<file path="config.mk">
export PLATFORM = sky130hd
export DESIGN_NAME = wdt_top
export DESIGN_NICKNAME = d
export VERILOG_FILES = /design/src/rtl/wdt_pkg.sv /design/src/rtl/wdt_prescaler.sv /design/src/rtl/wdt_countdown.sv /design/src/rtl/wdt_scratch.sv /design/src/rtl/wdt_top.sv
export SDC_FILE = /design/constraint.sdc
export NUM_CORES = 1
export LEC_CHECK = 0
export ABC_AREA = 1
export BUFFER_PORTS_ARGS = -buffer_cell sky130_fd_sc_hd__buf_2
export CAP_MARGIN = 10
export CORE_MARGIN = 2
export CORE_UTILIZATION = 56
export DETAILED_ROUTE_END_ITERATION = 10
export HOLD_SLACK_MARGIN = 0.15
export PLACE_DENSITY = 0.83
export SETUP_SLACK_MARGIN = 0.3
export SLEW_MARGIN = 20
export SYNTH_ARGS = -nofsm -noshare
export SYNTH_HDL_FRONTEND = slang
export SYNTH_HIERARCHICAL = 1
export SYNTH_SLANG_ARGS = --single-unit
</file>
<file path="constraint.sdc">
create_clock -name clk_i -period 2.3 [get_ports clk_i]
set_input_delay 0.345 -clock clk_i [delete_from_list [all_inputs] [get_ports clk_i]]
set_output_delay 0.345 -clock clk_i [all_outputs]
set_load 0.02 [all_outputs]
</file>
<file path="src/rtl/wdt_pkg.sv">
package wdt_pkg;
  localparam int DATA_W = 32;

  localparam logic [3:0] ADR_CTRL   = 4'h0;
  localparam logic [3:0] ADR_RELOAD = 4'h1;
  localparam logic [3:0] ADR_CAUSE  = 4'h2;
  localparam logic [3:0] ADR_PRESC  = 4'h3;

  localparam int CTRL_TRIG_BIT = 31;
  localparam int CTRL_EN_BIT   = 30;
  localparam int CTRL_MASK_LSB = 24;
  localparam int N_DBG         = 3;
endpackage

</file>
<file path="src/rtl/wdt_prescaler.sv">
module wdt_prescaler #(
  parameter int PRE_W = 9
) (
  input  logic             clk_i,
  input  logic             rst_ni,
  input  logic             cfg_we_i,
  input  logic [PRE_W-1:0] cfg_cyc_i,
  input  logic             cfg_on_i,
  output logic [PRE_W-1:0] cyc_o,
  output logic             on_o,
  output logic [PRE_W-1:0] remain_o,
  output logic             running_o,
  output logic             tick_o
);
  logic [PRE_W-1:0] cyc_q, cnt_q;
  logic             on_q, run_q;
  logic             idle;

  assign idle = !on_q || (cyc_q == '0);

  always_ff @(posedge clk_i or negedge rst_ni) begin
    if (!rst_ni) begin
      cyc_q <= '0;
      on_q  <= 1'b1;
      cnt_q <= '0;
      run_q <= 1'b0;
    end else begin
      if (cfg_we_i) begin
        cyc_q <= cfg_cyc_i;
        on_q  <= cfg_on_i;
      end
      if (idle) begin
        run_q <= 1'b0;
        cnt_q <= '0;
      end else if (!run_q) begin
        run_q <= 1'b1;
        cnt_q <= cyc_q;
      end else if (cnt_q <= PRE_W'(1)) begin
        cnt_q <= cyc_q;
      end else begin
        cnt_q <= cnt_q - PRE_W'(1);
      end
    end
  end

  assign tick_o    = run_q && (cnt_q == PRE_W'(1));
  assign cyc_o     = cyc_q;
  assign on_o      = on_q;
  assign remain_o  = cnt_q;
  assign running_o = run_q;

  // an idle generator emits nothing on the following cycle
  a_r8_no_tick_idle: assert property (@(posedge clk_i) disable iff (!rst_ni)
    idle |=> !tick_o);
  // a tick reloads the full period
  a_r7_tick_reload: assert property (@(posedge clk_i) disable iff (!rst_ni)
    (tick_o && !idle) |=> (remain_o == $past(cyc_q)));
endmodule

</file>
<file path="src/rtl/wdt_countdown.sv">
module wdt_countdown #(
  parameter int CNT_W = 24,
  parameter int N_DBG = 3
) (
  input  logic             clk_i,
  input  logic             rst_ni,
  input  logic             tick_i,
  input  logic             en_i,
  input  logic [N_DBG-1:0] dbg_i,
  input  logic [N_DBG-1:0] mask_i,
  input  logic             load_we_i,
  input  logic [CNT_W-1:0] load_val_i,
  input  logic             trig_i,
  output logic [CNT_W-1:0] cnt_o,
  output logic             rst_req_o,
  output logic             why_timer_o,
  output logic             why_force_o
);
  logic [CNT_W-1:0] cnt_q;
  logic             rst_q, timer_q, force_q;
  logic             held, step, low, expire;

  assign held   = !en_i || (|(dbg_i & mask_i));
  assign step   = tick_i && !held;
  assign low    = (cnt_q <= CNT_W'(2));
  assign expire = step && !load_we_i && low;

  always_ff @(posedge clk_i or negedge rst_ni) begin
    if (!rst_ni) begin
      cnt_q   <= '0;
      rst_q   <= 1'b0;
      timer_q <= 1'b0;
      force_q <= 1'b0;
    end else begin
      if (load_we_i)   cnt_q <= load_val_i;
      else if (step)   cnt_q <= low ? '0 : cnt_q - CNT_W'(2);
      rst_q <= expire || trig_i;
      // a forced request outranks a coincident expiry
      if (trig_i) begin
        force_q <= 1'b1;
        timer_q <= 1'b0;
      end else if (expire) begin
        force_q <= 1'b0;
        timer_q <= 1'b1;
      end
    end
  end

  assign cnt_o       = cnt_q;
  assign rst_req_o   = rst_q;
  assign why_timer_o = timer_q;
  assign why_force_o = force_q;

  a_r4_step_two: assert property (@(posedge clk_i) disable iff (!rst_ni)
    (tick_i && !held && !load_we_i && cnt_q > CNT_W'(2)) |=> (cnt_q == $past(cnt_q) - CNT_W'(2)));
  a_r3_hold: assert property (@(posedge clk_i) disable iff (!rst_ni)
    (held && !load_we_i) |=> $stable(cnt_q));
  a_r5_expire_req: assert property (@(posedge clk_i) disable iff (!rst_ni)
    (tick_i && !held && !load_we_i && !trig_i && low) |=> (rst_req_o && why_timer_o && cnt_q == '0));
  a_r6_force_req: assert property (@(posedge clk_i) disable iff (!rst_ni)
    trig_i |=> (rst_req_o && why_force_o && !why_timer_o));
  a_r10_cause_onehot: assert property (@(posedge clk_i) disable iff (!rst_ni)
    $onehot0({why_timer_o, why_force_o}));
endmodule

</file>
<file path="src/rtl/wdt_scratch.sv">
module wdt_scratch #(
  parameter int N_WORDS = 8,
  parameter int DATA_W  = 32,
  localparam int IDX_W  = $clog2(N_WORDS)
) (
  input  logic              clk_i,
  input  logic              rst_ni,
  input  logic              we_i,
  input  logic [IDX_W-1:0]  idx_i,
  input  logic [DATA_W-1:0] wdata_i,
  output logic [DATA_W-1:0] rdata_o
);
  logic [DATA_W-1:0] word_q [N_WORDS];

  for (genvar g = 0; g < N_WORDS; g++) begin : g_word
    always_ff @(posedge clk_i or negedge rst_ni) begin
      if (!rst_ni)                                word_q[g] <= '0;
      else if (we_i && (idx_i == IDX_W'(g)))      word_q[g] <= wdata_i;
    end
  end

  assign rdata_o = word_q[idx_i];

  a_r9_write_lands: assert property (@(posedge clk_i) disable iff (!rst_ni)
    we_i |=> (word_q[$past(idx_i)] == $past(wdata_i)));
endmodule

</file>
<file path="src/rtl/wdt_top.sv">
module wdt_top
  import wdt_pkg::*;
#(
  parameter int CNT_W     = 24,
  parameter int PRE_W     = 9,
  parameter int N_SCRATCH = 8,
  parameter int ADDR_W    = 4
) (
  input  logic              clk_i,
  input  logic              rst_ni,
  input  logic              wr_en_i,
  input  logic [ADDR_W-1:0] addr_i,
  input  logic [31:0]       wdata_i,
  output logic [31:0]       rdata_o,
  input  logic              dbg_cpu0_i,
  input  logic              dbg_cpu1_i,
  input  logic              dbg_port_i,
  output logic              wdog_rst_o
);
  localparam int SCR_IW = $clog2(N_SCRATCH);

  logic             wr_ctrl, wr_reload, wr_presc, wr_scr, trig;
  logic             en_q;
  logic [N_DBG-1:0] mask_q, dbg;
  logic [PRE_W-1:0] cyc, remain;
  logic             on, running, tick;
  logic [CNT_W-1:0] cnt;
  logic             why_timer, why_force;
  logic [31:0]      scr_rd;

  assign wr_ctrl   = wr_en_i && (addr_i == ADDR_W'(ADR_CTRL));
  assign wr_reload = wr_en_i && (addr_i == ADDR_W'(ADR_RELOAD));
  assign wr_presc  = wr_en_i && (addr_i == ADDR_W'(ADR_PRESC));
  assign wr_scr    = wr_en_i && addr_i[ADDR_W-1];
  assign trig      = wr_ctrl && wdata_i[CTRL_TRIG_BIT];
  // mask order: bit 2 processor 1, bit 1 processor 0, bit 0 debug port
  assign dbg       = {dbg_cpu1_i, dbg_cpu0_i, dbg_port_i};

  always_ff @(posedge clk_i or negedge rst_ni) begin
    if (!rst_ni) begin
      en_q   <= 1'b0;
      mask_q <= '1;
    end else if (wr_ctrl) begin
      en_q   <= wdata_i[CTRL_EN_BIT];
      mask_q <= wdata_i[CTRL_MASK_LSB +: N_DBG];
    end
  end

  wdt_prescaler #(.PRE_W(PRE_W)) u_presc (
    .clk_i, .rst_ni,
    .cfg_we_i (wr_presc),
    .cfg_cyc_i(wdata_i[PRE_W-1:0]),
    .cfg_on_i (wdata_i[PRE_W]),
    .cyc_o    (cyc),
    .on_o     (on),
    .remain_o (remain),
    .running_o(running),
    .tick_o   (tick)
  );

  wdt_countdown #(.CNT_W(CNT_W), .N_DBG(N_DBG)) u_cnt (
    .clk_i, .rst_ni,
    .tick_i     (tick),
    .en_i       (en_q),
    .dbg_i      (dbg),
    .mask_i     (mask_q),
    .load_we_i  (wr_reload),
    .load_val_i (wdata_i[CNT_W-1:0]),
    .trig_i     (trig),
    .cnt_o      (cnt),
    .rst_req_o  (wdog_rst_o),
    .why_timer_o(why_timer),
    .why_force_o(why_force)
  );

  wdt_scratch #(.N_WORDS(N_SCRATCH), .DATA_W(32)) u_scr (
    .clk_i, .rst_ni,
    .we_i   (wr_scr),
    .idx_i  (addr_i[SCR_IW-1:0]),
    .wdata_i(wdata_i),
    .rdata_o(scr_rd)
  );

  always_comb begin
    rdata_o = '0;
    if (addr_i[ADDR_W-1]) begin
      rdata_o = scr_rd;
    end else begin
      case (addr_i)
        ADDR_W'(ADR_CTRL): begin
          rdata_o[CNT_W-1:0]                 = cnt;
          rdata_o[CTRL_EN_BIT]               = en_q;
          rdata_o[CTRL_MASK_LSB +: N_DBG]    = mask_q;
        end
        ADDR_W'(ADR_CAUSE): rdata_o[1:0] = {why_force, why_timer};
        ADDR_W'(ADR_PRESC): begin
          rdata_o[PRE_W-1:0]         = cyc;
          rdata_o[PRE_W]             = on;
          rdata_o[PRE_W+1]           = running;
          rdata_o[PRE_W+2 +: PRE_W]  = remain;
        end
        default: rdata_o = '0;
      endcase
    end
  end

  // a request only follows a trigger write or a tick
  a_r6_req_has_cause: assert property (@(posedge clk_i) disable iff (!rst_ni)
    (!trig && !tick) |=> !wdog_rst_o);
endmodule

</file>
Word-level counts from Yosys, hierarchy flattened

Cells that the tools add are included.

Output and inout bits: 33
Input bits: 42
Register bits after elaboration: 307
Logic and storage cells: 85

Bitwise operators: 2
Add/subtract/negate cells: 2
Equality and inequality tests: 11
Reductions and logical operators: 30
Multiplexer cells: 19
Magnitude comparators: 3

Operators by type and width:

| operator                                                         | count |
|---|---|
| binary-select mux 32 bit (select 3 bit)                          | 1 |
| 2-to-1 mux 32 bit                                                | 3 |
| 2-to-1 mux 24 bit                                                | 3 |
| case mux 18 bit (2 select lines)                                 | 1 |
| 2-to-1 mux 9 bit                                                 | 3 |
| less-or-equal comparator 24 x 2 -> 1 bit (second input constant) | 1 |
| subtractor 24 x 2 -> 24 bit (second input constant)              | 1 |
| logical AND 1 bit                                                | 17 |
| == test 3 bit (second input constant)                            | 4 |
| == test 9 x 1 -> 1 bit (second input constant)                   | 1 |
| less-or-equal comparator 9 x 1 -> 1 bit (second input constant)  | 1 |
| logical NOT 9 bit                                                | 1 |
| subtractor 9 x 1 -> 9 bit (second input constant)                | 1 |
| == test 4 x 2 -> 1 bit (second input constant)                   | 2 |
| 2-to-1 mux 7 bit                                                 | 1 |
| == test 3 x 2 -> 1 bit (second input constant)                   | 2 |
| 2-to-1 mux 1 bit                                                 | 6 |
| case mux 2 bit (3 select lines)                                  | 1 |
| == test 4 x 1 -> 1 bit (second input constant)                   | 1 |
| >= comparator 4 bit (second input constant)                      | 1 |
| logical NOT 1 bit                                                | 4 |
| logical NOT 4 bit                                                | 1 |
| inverter 3 -> 4 bit                                              | 1 |
| nonzero test 2 bit                                               | 2 |
| 5 further kinds                                                  | 7 |

Logic depth before layout (Yosys ltp)

Depth in word-level cells: 9
Gate-level depth with buffers: 14

Cells and area by module

Netlist, hierarchy kept.

Modules (own cells, without submodules):

| module        | area an instance (sq um) | cells an instance | instances |
|---|---|---|---|
| wdt_scratch   | 11957.7                  | 1620              | 1 |
| wdt_countdown | 1955.6                   | 278               | 1 |
| wdt_prescaler | 1113.6                   | 139               | 1 |
| wdt_top       | 858.3                    | 154               | 1 |

Worst setup path before layout

No wires, ideal clock.

Path kind: input to output
From: in addr_i[0]
To: out rdata_o[25]
Required time: 1.955 ns
Data arrival time: 1.476 ns
Cell stages on the path: 12
Slack: 0.479 ns
Cells stage by stage: buf_2 inv_2 buf_4 buf_2 nand2_1 nand2_1 nand2_1 nand2_1 nand2_1 nand2_1 nand2_1 o21ai_0

Cells in the longest elaborated chain, start to end: 5
Elaborated cells between the ends (all ways): 7
Those cells by class: mux: 5; bitwise: 1; reduce/logical: 1

RTL lines:

| item                                                  | line              | text |
|---|---|---|
| start, declared                                       | wdt_top.sv:12     | `input logic [ADDR_W-1:0] addr_i,` |
| inverter 3 -> 4 bit (implied by the code)             | wdt_scratch.sv:22 | `assign rdata_o = word_q[idx_i];` |
| binary-select mux 32 bit (select 3 bit)               | wdt_scratch.sv:22 |  |
| 2-to-1 mux 32 bit (implied by the code) (2 in series) | wdt_scratch.sv:22 |  |
| named net scr_rd[25]                                  | wdt_top.sv:29     | `logic [31:0] scr_rd;` |
| 2-to-1 mux 32 bit                                     | wdt_top.sv:86     | `if (addr_i[ADDR_W-1]) begin` |
| end, declared                                         | wdt_top.sv:14     | `output logic [31:0] rdata_o,` |

The timed path passes the listed nets, and every way through them passes these cells. The select of a mux whose other input is x is not followed.

Worst setup path after layout

From: reg u_scr/word_q[129] in the netlist's numbering
To: out rdata_o[1]

Cells in the longest elaborated chain, start to end: 4

RTL lines:

| item                                                  | line              | text |
|---|---|---|
| start, declared                                       | wdt_scratch.sv:13 | `logic [DATA_W-1:0] word_q [N_WORDS];` |
| start signal, assigned by index                       | wdt_scratch.sv:18 | `else if (we_i && (idx_i == IDX_W'(g))) word_q[g] <= wdata_i;` |
| binary-select mux 32 bit (select 3 bit)               | wdt_scratch.sv:22 |  |
| 2-to-1 mux 32 bit (implied by the code) (2 in series) | wdt_scratch.sv:22 |  |
| named net scr_rd[1]                                   | wdt_top.sv:29     |  |
| 2-to-1 mux 32 bit                                     | wdt_top.sv:86     |  |

The timed path passes the listed nets, and every way through them passes these cells. The select of a mux whose other input is x is not followed.

==> summary.txt <==
Outcome
  – Run status: complete, no violations

STA
  – Setup total negative slack: 0 ps
  – Fin. max-slew vios: 0
  – WHS: between 200 and 300 ps
  – Final setup viols: 0
  – Fin crit period: between 2000 and 2500 ps
  – Fmax: 0.478 GHz
  – Slew HR: about 54%
  – Worst slew pin tran: slightly below 700 ps
  – RSZ-0062 raised after global routing: yes
  – Final Skew: around 14 ps
  – Fin crit share: 91.0%
  – Final hold violations: 0

Worst setup path
  – Critical-path cell list: nand2_1 > nand2_1 > nand2_1 > nand2_1 > nand2_1 > nand2_1 > nand2_1 > nand4_1 > buf_4
  – Worst setup path class: reg -> out
  – Kind of end point of the critical path: output pin
  – R2R depth: 13
  – Crit start category: flop
  – Top cell family by delay on the critical path: simple AND/OR/NAND/NOR gates
  – Worst setup path startpoint: u_scr/word_q[129]
  – Critical Path Fanout Max: 2
  – Arrival time at the worst endpoint: between 1500 and 2000 ps
  – CP Data Required Time: 1960 ps
  – CP max stage delay: between 300 and 400 ps
  – Cell mode on critical path: nand2_1
  – WP depth: 9
  – Worst R2R Start: u_presc/remain_o[4]
  – RR Endpoint: u_cnt/cnt_o[20]
  – CP endpoint: rdata_o[1]
  – CP max stage cell: dfrtp_1
  – Worst R2R Setup Slack: between 400 and 500 ps
  – Crit path buf inv count: 1

Synth
  – Yosys cell types: 39
  – #FFs+latches synth: between 300 and 400
  – Syn Inst Count: 2191
  – Mapped Avg Cell Area: slightly above 7 um^2
  – Synth warn: 6
  – FFs w/ async S/R, synth: 100%
  – Yosys top cell by area: dfrtp_1
  – Seq/Total Area, Yosys: approximately 48%
  – Top cell type's share of synthesized area: between 40% and 50%
  – Synth Net Count: roughly 2.2k
  – Post-synth EDFFs: 0
  – Post-Syn Area: about 16000 um^2
  – Ys flop type: dfrtp_1
  – Synth area leaders: dfrtp_1, nand2_1, o21ai_0

Global routing
  – Global-route wire length before repair: 71.6 mm
  – Initial antenna violation count: 0
  – Global Route Usage Sum: slightly above 30%
  – Vias in the first global route: approximately 14k
  – Total gr overflow: 0
  – Largest net degree at the start of global routing: 84

Detailed routing
  – Final ANT Viol Nets: 0
  – Vias per cell: about 5.6
  – Pre-Repair DR Iteration Count: 6
  – Routed wire per std cell: 16.7 um
  – Via Count: 15.1k
  – Total Routed Length: 45.2 mm
  – DRC: 0
  – DRT iter0 DRCs: 1834

Power
  – Leakage: 9.86 nW
  – P per Cell Area: just over 900 nW/um^2
  – Max IR drop VDD: slightly above 0.0006 V

Floorplan
  – Die ar.: 29700 um^2
  – Die width: roughly 170 um
  – Die height: 172 um
  – # rows: around 60
  – Core area: approximately 28000 um^2
  – Initial Utilization: between 50% and 60%
  – Top-level I/O count: 75

Clock tree
  – Number of CTS-inserted buffers: 31
  – Bufs on Longest Clock Path: 3
  – Root buf cell: clkbuf_16
  – H-tree depth: 1
  – Clock slew at reported path FFs: ~60 ps
  – CTS sink count: around 310
  – Clk Latency, worst-skew pair: 570 ps
  – CTS tree: built

Placed design
  – Post-DP HPWL: around 28 mm
  – RePlAce Congestion: around 0.95
  – I/O Buffers: 74

Min path
  – Hold Path Class: in -> reg
  – Hold Path Stages: 5
  – HP Start: wr_en_i

Final layout
  – Commonest non-fill, non-tap cell in the layout: nand2_1
  – Nets@finish: 2346
  – Area growth from synthesis to layout: 18.0%
  – Inserted Diodes: 0
  – Layout cells sized above 1: around 14%
  – Commonest non-fill, non-tap cells in the layout: nand2_1, dfrtp_1, o21ai_0

Flow run
  – Max Cap Viol: 0
==> stage by stage <==
stage          total power [W]  cells  worst slack (ps)  utilization (%)  instance area (um^2)
2_1_floorplan           0.0106   2191               479                -                 15900
5_1_grt                 0.0183   2703               138             67.3                 18700
3_3_place_gp            0.0116   2579               210             60.4                 16800
4_1_cts                 0.0171   2675               205             66.0                 18400
6_report                0.0173   2703               208             67.3                 18700
3_5_place_dp            0.0118   2579               136             60.4                 16800
==> how the worst min path moves through the flow <==
stage                        end  slack [ps]
5_1_grt                mask_q[0]         280
6_report               mask_q[0]         290
3_3_place_gp   u_scr/word_q[111]         410
2_1_floorplan               en_q          50
3_5_place_dp   u_scr/word_q[111]         410
4_1_cts                mask_q[1]         280
==> power by group <==
part | leakage [nW] | internal (W) | switching (W)
clock | 0.508 | 0.00293 | 0.00215
combinational | 5.51 | 0.00180 | 0.00278
sequential | 3.85 | 0.00668 | 0.00100
==> worst min-delay path, cell delays in order <==
cell and delay [ps]:
buf_2 120, inv_1 160, nor2_4 100, nand2_1 60, o21ai_1 60
==> what timing repair did <==
item | CTS | global route
setup buffers | 6 | 28
setup endpoints to repair | 47 | 53
pin swaps | 8 | 49
gates resized for setup | 39 | 53
endpoints found under the hold margin | 134 | 0
hold buffers | 33 | 0
==> registers in the layout, summed over array words and instances (netlist names) <==
| register | cells |
|---|---|
| u_presc/cyc_o | 9 |
| u_presc/running_o | 1 |
| u_cnt/rst_req_o | 1 |
| en_q | 1 |
| u_cnt/cnt_o | 24 |
| u_cnt/why_timer_o | 1 |
| u_presc/on_o | 1 |
| u_cnt/why_force_o | 1 |
| mask_q | 3 |
| u_scr/word_q | 256 |
| u_presc/remain_o | 9 |
==> cell type report <==
class | instances | area, um^2
fillers | 2187 | 9110
multi-input cells | 1634 | 7260
well taps | 378 | 473
flip-flops and latches | 307 | 7690
repair buffers | 193 | 1760
inverters | 134 | 513
clock buffers | 45 | 938
clock inverters | 12 | 103
==> routing by layer <==
metal	GRT usage (%)	share of wire, %
met1	38.5	40
met2	51.2	48
met3	4.42	7.7
met4	13.8	4.2
met5	0	0
==> cell usage after synthesis (9+ instances only) <==
master    number
nand2_1     1108
nand3_1       72
o21ai_1       13
buf_2         53
nand2_4        9
nor2_4        11
clkbuf_1      39
nand4_1       11
nand2_2       19
o21ai_0      271
inv_1        127
buf_1         13
dfrtp_1      303
nor2_1        53
nor2_2        19
xor2_1        13
==> cell families (layout without fill, tap and decap cells) <==
logic type,count (synthesis),after routing,share of synthesized area [%]
compound gates,293,293,9.37
fa+ha+maj,3,3,0.236
mux,3,3,0.213
flops,307,307,48.4
xor+xnor,17,17,0.937
simple gates,1318,1318,34.1
buf+inv,250,384,6.73
Power figures use the tool's default switching activity.
